--- src/rtl/fir_xf_pkg.sv ---
package fir_xf_pkg;

  typedef enum logic [2:0] {
    RND_FLOOR   = 3'd0,
    RND_CEIL    = 3'd1,
    RND_NEAREST = 3'd2,
    RND_ZERO    = 3'd3,
    RND_CONV    = 3'd4
  } rnd_mode_e;

  // Coefficient vectors are zero-extended to this width for elaboration helpers.
  localparam int CV_BITS = 1024;

  // Signed value of tap k in a packed vector of w-bit coefficients.
  function automatic int coef_at(logic [CV_BITS-1:0] cv, int w, int k);
    logic [CV_BITS-1:0] sh;
    int r;
    sh = cv >> (k * w);
    r = int'(sh[31:0] & ((32'd1 << w) - 32'd1));
    if (r >= (1 << (w - 1))) r = r - (1 << w);
    return r;
  endfunction

  function automatic int abs_i(int v);
    return (v < 0) ? -v : v;
  endfunction

  // Lowest-index tap that has the same magnitude as tap k.
  function automatic int owner_of(logic [CV_BITS-1:0] cv, int w, int k);
    int o;
    o = k;
    for (int j = k; j >= 0; j--) begin
      if (abs_i(coef_at(cv, w, j)) == abs_i(coef_at(cv, w, k))) o = j;
    end
    return o;
  endfunction

endpackage

--- src/rtl/fir_xf_mult_bank.sv ---
// Input register plus one registered multiplier per distinct nonzero magnitude.
module fir_xf_mult_bank
  import fir_xf_pkg::*;
#(
  parameter int DATA_W = 8,
  parameter int COEF_W = 8,
  parameter int NTAPS  = 6,
  parameter logic [NTAPS*COEF_W-1:0] COEFS = '0,
  parameter int PW     = DATA_W + COEF_W + 1
) (
  input  logic                     clk,
  input  logic                     rst,
  input  logic                     in_valid,
  input  logic signed [DATA_W-1:0] in_data,
  output logic                     prod_valid,
  output logic signed [PW-1:0]     prod [NTAPS]
);

  localparam logic [CV_BITS-1:0] CV = CV_BITS'(COEFS);

  logic                     x_v;
  logic signed [DATA_W-1:0] x_q;
  logic signed [PW-1:0]     x_ext;

  always_ff @(posedge clk) begin
    if (rst) begin
      x_v        <= 1'b0;
      x_q        <= '0;
      prod_valid <= 1'b0;
    end else begin
      x_v        <= in_valid;
      prod_valid <= x_v;
      if (in_valid) x_q <= in_data;
    end
  end

  assign x_ext = {{(PW-DATA_W){x_q[DATA_W-1]}}, x_q};

  for (genvar k = 0; k < NTAPS; k++) begin : g_tap
    localparam int C   = coef_at(CV, COEF_W, k);
    localparam int OWN = owner_of(CV, COEF_W, k);
    if (OWN == k && C != 0) begin : g_mul
      localparam logic signed [PW-1:0] MAG = PW'(abs_i(C));
      logic signed [PW-1:0] p_r;
      always_ff @(posedge clk) begin
        if (rst)      p_r <= '0;
        else if (x_v) p_r <= x_ext * MAG;
      end
      assign prod[k] = p_r;
    end else begin : g_nomul
      assign prod[k] = '0;
    end
  end

endmodule

--- src/rtl/fir_xf_chain.sv ---
// Transposed adder chain; each tap adds or subtracts its magnitude owner's product.
module fir_xf_chain
  import fir_xf_pkg::*;
#(
  parameter int DATA_W = 8,
  parameter int COEF_W = 8,
  parameter int NTAPS  = 6,
  parameter logic [NTAPS*COEF_W-1:0] COEFS = '0,
  parameter int PW     = DATA_W + COEF_W + 1,
  parameter int ACC_W  = DATA_W + COEF_W + $clog2(NTAPS) + 1
) (
  input  logic                    clk,
  input  logic                    rst,
  input  logic                    prod_valid,
  input  logic signed [PW-1:0]    prod [NTAPS],
  output logic                    sum_valid,
  output logic signed [ACC_W-1:0] sum_q
);

  localparam logic [CV_BITS-1:0] CV = CV_BITS'(COEFS);

  logic signed [ACC_W-1:0] inc [NTAPS];
  logic signed [ACC_W-1:0] upd [NTAPS];
  logic signed [ACC_W-1:0] z   [NTAPS-1];

  for (genvar k = 0; k < NTAPS; k++) begin : g_stage
    localparam int C   = coef_at(CV, COEF_W, k);
    localparam int OWN = owner_of(CV, COEF_W, k);

    if (k == NTAPS - 1) begin : g_end
      assign inc[k] = '0;
    end else begin : g_mid
      assign inc[k] = z[k];
      always_ff @(posedge clk) begin
        if (rst)             z[k] <= '0;
        else if (prod_valid) z[k] <= upd[k+1];
      end
    end

    if (C == 0) begin : g_skip
      assign upd[k] = inc[k];
    end else begin : g_add
      logic signed [ACC_W-1:0] ext;
      assign ext = {{(ACC_W-PW){prod[OWN][PW-1]}}, prod[OWN]};
      if (C > 0) begin : g_pos
        assign upd[k] = inc[k] + ext;
      end else begin : g_neg
        assign upd[k] = inc[k] - ext;
      end
    end
  end

  always_ff @(posedge clk) begin
    if (rst) begin
      sum_valid <= 1'b0;
      sum_q     <= '0;
    end else begin
      sum_valid <= prod_valid;
      if (prod_valid) sum_q <= upd[0];
    end
  end

endmodule

--- src/rtl/fir_xf_cast.sv ---
// Rounding, narrowing with optional clamp, and padding stages to the fixed latency.
module fir_xf_cast
  import fir_xf_pkg::*;
#(
  parameter int        ACC_W  = 20,
  parameter int        SHIFT  = 2,
  parameter int        OUT_W  = 10,
  parameter rnd_mode_e RND    = RND_FLOOR,
  parameter bit        SAT_EN = 1'b1,
  parameter int        PAD    = 1
) (
  input  logic                    clk,
  input  logic                    rst,
  input  logic                    sum_valid,
  input  logic signed [ACC_W-1:0] sum_q,
  output logic                    out_valid,
  output logic signed [OUT_W-1:0] out_data
);

  localparam int QW = ACC_W - SHIFT + 1;
  localparam logic [SHIFT-1:0] HALF = SHIFT'(1) << (SHIFT - 1);
  localparam logic signed [QW-1:0] HI = QW'((1 << (OUT_W - 1)) - 1);
  localparam logic signed [QW-1:0] LO = -HI - QW'(1);

  logic signed [ACC_W-SHIFT-1:0] flo;
  logic [SHIFT-1:0]              rem;
  logic                          bump;
  logic signed [QW-1:0]          q_r;
  logic                          q_v;
  logic signed [OUT_W-1:0]       narrow;
  logic                          pv [PAD+1];
  logic signed [OUT_W-1:0]       pd [PAD+1];

  assign flo = sum_q[ACC_W-1:SHIFT];
  assign rem = sum_q[SHIFT-1:0];

  always_comb begin
    unique case (RND)
      RND_CEIL:    bump = (rem != '0);
      RND_NEAREST: bump = (rem >= HALF);
      RND_ZERO:    bump = sum_q[ACC_W-1] && (rem != '0);
      RND_CONV:    bump = (rem > HALF) || ((rem == HALF) && flo[0]);
      default:     bump = 1'b0;
    endcase
  end

  always_ff @(posedge clk) begin
    if (rst) begin
      q_v <= 1'b0;
      q_r <= '0;
    end else begin
      q_v <= sum_valid;
      if (sum_valid) q_r <= $signed({flo[ACC_W-SHIFT-1], flo}) + $signed({{(QW-1){1'b0}}, bump});
    end
  end

  if (SAT_EN) begin : g_clamp
    assign narrow = (q_r > HI) ? HI[OUT_W-1:0] :
                    (q_r < LO) ? LO[OUT_W-1:0] : q_r[OUT_W-1:0];
  end else begin : g_wrap
    assign narrow = q_r[OUT_W-1:0];
  end

  always_ff @(posedge clk) begin
    if (rst) begin
      for (int i = 0; i <= PAD; i++) begin
        pv[i] <= 1'b0;
        pd[i] <= '0;
      end
    end else begin
      pv[0] <= q_v;
      if (q_v) pd[0] <= narrow;
      for (int i = 1; i <= PAD; i++) begin
        pv[i] <= pv[i-1];
        if (pv[i-1]) pd[i] <= pd[i-1];
      end
    end
  end

  assign out_valid = pv[PAD];
  assign out_data  = pd[PAD];

endmodule

--- src/rtl/fir_xposed_fixlat.sv ---
module fir_xposed_fixlat
  import fir_xf_pkg::*;
#(
  parameter int        DATA_W = 8,
  parameter int        COEF_W = 8,
  parameter int        NTAPS  = 6,
  parameter logic [NTAPS*COEF_W-1:0] COEFS = 48'h03_FD_05_00_FB_03,
  parameter int        SHIFT  = 2,
  parameter int        OUT_W  = 10,
  parameter rnd_mode_e RND    = RND_FLOOR,
  parameter bit        SAT_EN = 1'b1
) (
  input  logic                     clk,
  input  logic                     rst,
  input  logic                     in_valid,
  input  logic signed [DATA_W-1:0] in_data,
  output logic                     out_valid,
  output logic signed [OUT_W-1:0]  out_data
);

  localparam int LATENCY = 6;
  localparam int FIXED   = 5;   // input, product, chain, round, narrow
  localparam int PAD     = LATENCY - FIXED;
  localparam int PW      = DATA_W + COEF_W + 1;
  localparam int ACC_W   = DATA_W + COEF_W + $clog2(NTAPS) + 1;

  logic                    prod_valid;
  logic signed [PW-1:0]    prod [NTAPS];
  logic                    sum_valid;
  logic signed [ACC_W-1:0] sum_q;

  fir_xf_mult_bank #(
    .DATA_W(DATA_W), .COEF_W(COEF_W), .NTAPS(NTAPS), .COEFS(COEFS), .PW(PW)
  ) u_mult (
    .clk(clk), .rst(rst), .in_valid(in_valid), .in_data(in_data),
    .prod_valid(prod_valid), .prod(prod)
  );

  fir_xf_chain #(
    .DATA_W(DATA_W), .COEF_W(COEF_W), .NTAPS(NTAPS), .COEFS(COEFS),
    .PW(PW), .ACC_W(ACC_W)
  ) u_chain (
    .clk(clk), .rst(rst), .prod_valid(prod_valid), .prod(prod),
    .sum_valid(sum_valid), .sum_q(sum_q)
  );

  fir_xf_cast #(
    .ACC_W(ACC_W), .SHIFT(SHIFT), .OUT_W(OUT_W), .RND(RND),
    .SAT_EN(SAT_EN), .PAD(PAD)
  ) u_cast (
    .clk(clk), .rst(rst), .sum_valid(sum_valid), .sum_q(sum_q),
    .out_valid(out_valid), .out_data(out_data)
  );

endmodule

--- config.mk ---
export PLATFORM = sky130hd
export DESIGN_NAME = fir_xposed_fixlat
export DESIGN_NICKNAME = d
export VERILOG_FILES = /design/src/rtl/fir_xf_pkg.sv /design/src/rtl/fir_xf_mult_bank.sv /design/src/rtl/fir_xf_chain.sv /design/src/rtl/fir_xf_cast.sv /design/src/rtl/fir_xposed_fixlat.sv
export SDC_FILE = /design/constraint.sdc
export NUM_CORES = 1
export LEC_CHECK = 0
export BUFFER_PORTS_ARGS = -buffer_cell sky130_fd_sc_hd__buf_4
export CAP_MARGIN = 10
export CORE_MARGIN = 5
export CORE_UTILIZATION = 36
export DETAILED_ROUTE_END_ITERATION = 10
export GPL_TIMING_DRIVEN = 0
export PLACE_DENSITY = 0.57
export SYNTH_ARGS = -nofsm -noshare
export SYNTH_HDL_FRONTEND = slang
export SYNTH_SLANG_ARGS = --single-unit
--- constraint.sdc ---
create_clock -name clk -period 3 [get_ports clk]
set_clock_uncertainty 0.1 [all_clocks]
set_input_delay 0.45 -clock clk [delete_from_list [all_inputs] [get_ports clk]]
set_output_delay 0.45 -clock clk [all_outputs]
set_load 0.01 [all_outputs]
# Word level (Yosys, flattened, before mapping)

Memory sizes are Yosys's and may differ from the RTL's.
Index checks and enable logic that the tools add are counted.

Memories: 3
Output and inout bits: 11
Input bits: 11
Bits in registers: 73
Word-level logic and storage cells: 52
RAM bits: 122

Memories:

| name      | depth | width | rd ports | clocked after memory_dff | wr ports | RTL line           | text |
|---|---|---|---|---|---|---|---|
| u_chain.z | 5     | 20    | 5        | 0                        | 5        | fir_xf_chain.sv:24 | `logic signed [ACC_W-1:0] z [NTAPS-1];` |
| u_cast.pd | 2     | 10    | 2        | 0                        | 2        | fir_xf_cast.sv:32  | `logic signed [OUT_W-1:0] pd [PAD+1];` |
| u_cast.pv | 2     | 1     | 2        | 0                        | 2        | fir_xf_cast.sv:31  | `logic pv [PAD+1];` |

Muxes and demuxes: 23
$mul: 2
Bitwise gates (word level): 9
$add $sub $neg: 4
Order comparisons: 2

Operator list:

| cell                   | count |
|---|---|
| $mux W20               | 5 |
| $mux W10               | 4 |
| $add A20 B11 Y20       | 1 |
| $add A20 B12 Y20       | 1 |
| $sub A20 B11 Y20       | 1 |
| $sub A20 B12 Y20       | 1 |
| $gt A18 B10 Y1 const B | 1 |
| $lt A18 B10 Y1 const B | 1 |
| $mux W1                | 14 |
| $mul A8 B4 Y12 const B | 1 |
| $mul A8 B3 Y11 const B | 1 |
| $or A1 B1 Y1           | 9 |

# Depth between registers and ports, before layout

An unclocked memory read counts as a cell.

Word-level depth: 5
Mapped depth: 11
Depth with buffers taken out: 11

# Modules after synthesis

Synthesis repeated with hierarchy kept, for this count alone.

Cells, all modules: 1,203
Area total of the unflattened synthesis: 11,842.6 um^2

By module, submodules not included:

| module           | times used | seq. area each (um^2) | cells each | area each (um^2) |
|---|---|---|---|---|
| fir_xf_chain     | 1          | 3,333.2               | 792        | 7,673.6 |
| fir_xf_mult_bank | 1          | 640.6                 | 273        | 2,466.1 |
| fir_xf_cast      | 1          | 1,021.0               | 138        | 1,702.9 |

# Least setup slack after synthesis

Ideal clock, no wire load.

Kind: reg2reg
Start: register u_mult.prod_valid
End: memory u_chain.z[0][0], enable pin
Path buffers: 2
Data required time: 2.455 ns
Period minus slack after synthesis: 3.280 ns
Cell stages (with the launch flop): 5
Setup time: 0.445 ns
Slack: -0.280 ns
Data arrival time: 2.735 ns
Cell sequence: dfxtp_1 -> clkbuf_1 -> nor2_1 -> buf_4 -> inv_1

RTL lines:

| element                | RTL line               | text |
|---|---|---|
| start, declared        | fir_xf_mult_bank.sv:15 | `output logic prod_valid,` |
| start signal, assigned | fir_xf_mult_bank.sv:32 | `prod_valid <= x_v;` |
| end, declared          | fir_xf_chain.sv:24     |  |

==> results.json <==
{
  "numCtsBuffers": 17,
  "drc": 0,
  "worst-path-buf-inv": 3,
  "synthAdderAreaFrac_pct": 12.3,
  "drv_cap": 0,
  "status": "finished, final reports clean",
  "tightestPinTransition_ns": 1.14,
  "cts.reportedPaths.clkPinSlew_ns": 0.08,
  "final_cell_area_mm2": 0.0116,
  "drtPass1Iterations": 5,
  "slowest_delay_ns": 0.47,
  "wire_per_inst_um": 14.4,
  "finalNonFillerCells": 1429,
  "max_freq_mhz": 354,
  "diodes": 0,
  "rsz0062_at_grt": "no",
  "drv_slew": 0,
  "ys_ff_latch": 183,
  "cp_cell_sequence": "inv_1 -> ha_1 -> clkbuf_1 -> and4_1 -> inv_1 -> a2111oi_4 -> o41ai_2 -> xnor2_1 -> nor2_1",
  "r2r_slack_ns": 0.18,
  "clkSinkCount": 183,
  "cts_tree": "built",
  "critPathCaptureType": "flip-flop",
  "ys_warn_count": 0,
  "fin_ws_ns": 0.178,
  "die_height_um": 179,
  "core_area_mm2": 0.0285,
  "dpl.hpwl_um": 15700,
  "cp_top_family": "buffers and inverters",
  "synthSimpleGateAreaFrac_pct": 13.1,
  "critPathMostFrequentCell": "inv_1",
  "ir_drop_v": 0.000377,
  "grt_max_degree": 39,
  "die_area_mm2": 0.0321,
  "synth_compound_area_share_pct": 14.5,
  "worstReg2RegStart": "u_mult.g_tap[1].g_mul.p_r[11]$_SDFFE_PP0P_",
  "drtIter0Drc": 312,
  "start_util_pct": 36.2,
  "drive_above_1_share_pct": 9.00,
  "grt_use_total_pct": 13.6,
  "arrival_ns": 2.88,
  "viasPerCell": 4.83,
  "postLayoutCoreUtil_pct": 40.7,
  "synthMuxAreaShare_pct": 3.79,
  "fin_nets": 1141,
  "dp_slack_ns": -0.453,
  "critPathLaunchType": "flip-flop",
  "clk_path_buf_depth": 2,
  "gp_congestion": 0.892,
  "post_cts_buffers": 0,
  "hold-path-endpoint": "u_mult.x_q[6]$_SDFFE_PP0P_",
  "slowest_stage": "dfxtp_4",
  "syn_to_final_growth_pct": 12.3,
  "mostFrequentLayoutCell": "nor2_1",
  "power_density_mw_per_mm2": 512,
  "antenna_found_initial": 0,
  "power.leakage_nw": 4.57,
  "fin_crit_ns": 2.82,
  "syn_inst": 992,
  "min_from": "in_data[6]",
  "drtAntennaViolNets": 0,
  "portBuffers": 19,
  "synthArstFlopShare_pct": 0,
  "synth_xor_area_share_pct": 5.78,
  "setup_viol": 0,
  "drt-total-wl_um": 20500,
  "fillerInstances": 2762,
  "synth_edf_count": 111,
  "critPathMaxFanout": 12,
  "synth_area_per_cell_um2": 10.4,
  "finalHoldViolCount": 0,
  "hold_path_class": "in2reg",
  "dp_cells": 1397,
  "ctsHoldBuffers": 0,
  "syn_nets": 1101,
  "yosysSeqAreaShare_pct": 46.3,
  "total_power_mw": 5.93,
  "grt_pass1_vias": 6931,
  "clk-insertion-delay-late_ns": 0.43,
  "io_pins": 22,
  "cp.required_ns": 3.06,
  "h-tree-depth": 4,
  "hold_depth": 3,
  "num_rows": 62,
  "overflow": 0,
  "r2r_cells": 9,
  "vias": 6905,
  "r2r_end": "u_chain.z[0][19]$_SDFFCE_PN0P_",
  "synth_ff_type": "edfxtp_1",
  "min_period_over_period_pct": 94.1,
  "syn-cell-area_mm2": 0.0103,
  "die_w_um": 179,
  "ys_types": 68,
  "layout_common_cells": "nor2_1 (149), edfxtp_1 (111), ha_1 (93), dfxtp_1 (70), a21oi_1 (60)",
  "path_class": "reg2reg",
  "crit_start": "u_mult.g_tap[1].g_mul.p_r[11]$_SDFFE_PP0P_",
  "slew_headroom_pct": 22.7,
  "cts_root_buf": "clkbuf_16",
  "synth_top_family_by_area": "compound AO/OA/AOI/OAI gates",
  "placed_area_mm2": 0.0110,
  "grt_pass1_wl_um": 34500
}
## worst register-to-register path: cells and delay by family, from the launching register on
family,cells,cell delay [ns]
adders and majority gates,1,0.32
xor gates and xnor gates,1,0.18
and+or+nand+nor,2,0.37
DFF,1,0.47
AOI/OAI and AO/OA,2,0.52
buffers and inverters,3,0.59
## kinds of logic after synthesis
| family | count (synthesis) |
|---|---|
| muxes | 39 |
| adders and majority gates | 98 |
| buffers and inverters | 94 |
| AOI/OAI and AO/OA | 218 |
| xor gates and xnor gates | 68 |
| and+or+nand+nor | 292 |
| DFF | 183 |
## per-stage QoR
stage                     hold slack (ns)  setup TNS, ns
after floorplan                     0.325              0
after global placement              0.340         -64.38
after detailed placement            0.347         -0.741
after CTS                           0.136              0
after global routing                0.145              0
final                               0.149              0
## area by class of cell
| type | count | area (um2) | share of cell area, % |
|---|---|---|---|
| clock buffers | 18 | 429 | 3.71 |
| clock inverters | 14 | 140 | 1.21 |
| inverters | 48 | 184 | 1.59 |
| plain buffers | 46 | 249 | 2.15 |
| multi-input cells | 715 | 5130 | 44.3 |
| repair buffers | 21 | 183 | 1.58 |
| flip-flops and latches | 183 | 4780 | 41.3 |
| well taps | 384 | 480 | 4.15 |
## repair_timing
action,CTS,global route
resized for setup,3,3
endpoints found under the setup margin,2,3
hold endpoints to repair,0,0
gates cloned,0,0
## where the power goes
group	leakage, nW	switching [mW]	internal (mW)
logic	2.56	0.520	0.375
registers	1.75	0.0697	2.78
clock network	0.265	1.02	1.17
## synthesized netlist by cell type, drive strengths merged, types with 18 or more instances
library cell	number	area (um2)
a211oi	18	163
a21o	23	173
a21oi	60	300
and2	26	163
buf	21	144
clkbuf	23	86.3
dfxtp	72	1440
edfxtp	111	3330
ha	93	1160
inv	48	180
mux2i	39	390
nand2	39	146
nor2	149	559
nor2b	24	150
o21ai	53	273
xnor2	34	298
xor2	34	298
## worst max path at each step
| stage | endpoint | depth (start not counted) | slack, ns |
|---|---|---|---|
| 2_1_floorplan | u_chain.z[0][0]$_SDFFCE_PN0P_ | 4 | 0.23 |
| 3_3_place_gp | u_chain.z[3][1]$_SDFFCE_PN0P_ | 4 | -0.71 |
| 3_5_place_dp | u_chain.z[0][19]$_SDFFCE_PN0P_ | 9 | -0.45 |
| 4_1_cts | u_chain.z[2][18]$_SDFFCE_PN0P_ | 9 | 0.11 |
| 5_1_grt | u_chain.z[0][19]$_SDFFCE_PN0P_ | 9 | 0.02 |
| 6_report | u_chain.z[0][19]$_SDFFCE_PN0P_ | 9 | 0.18 |
## routing by layer
metal | GRT usage [%] | wire length, um
met4 | 4.00 | 196
met1 | 18.5 | 10300
met5 | 0 | 0
met2 | 22.4 | 9440
met3 | 2.13 | 540
## registers in the layout, indices dropped and copies added, names as in the netlist
name                    count
u_chain.sum_q              18
u_cast.q_r                 18
u_mult.x_v                  1
u_mult.x_q                  8
u_chain.z                  91
u_cast.pd                  20
u_cast.q_v                  1
u_cast.pv                   2
u_chain.sum_valid           1
u_mult.prod_valid           1
u_mult.g_tap.g_mul.p_r     22
Power figures use the tool's default switching activity.
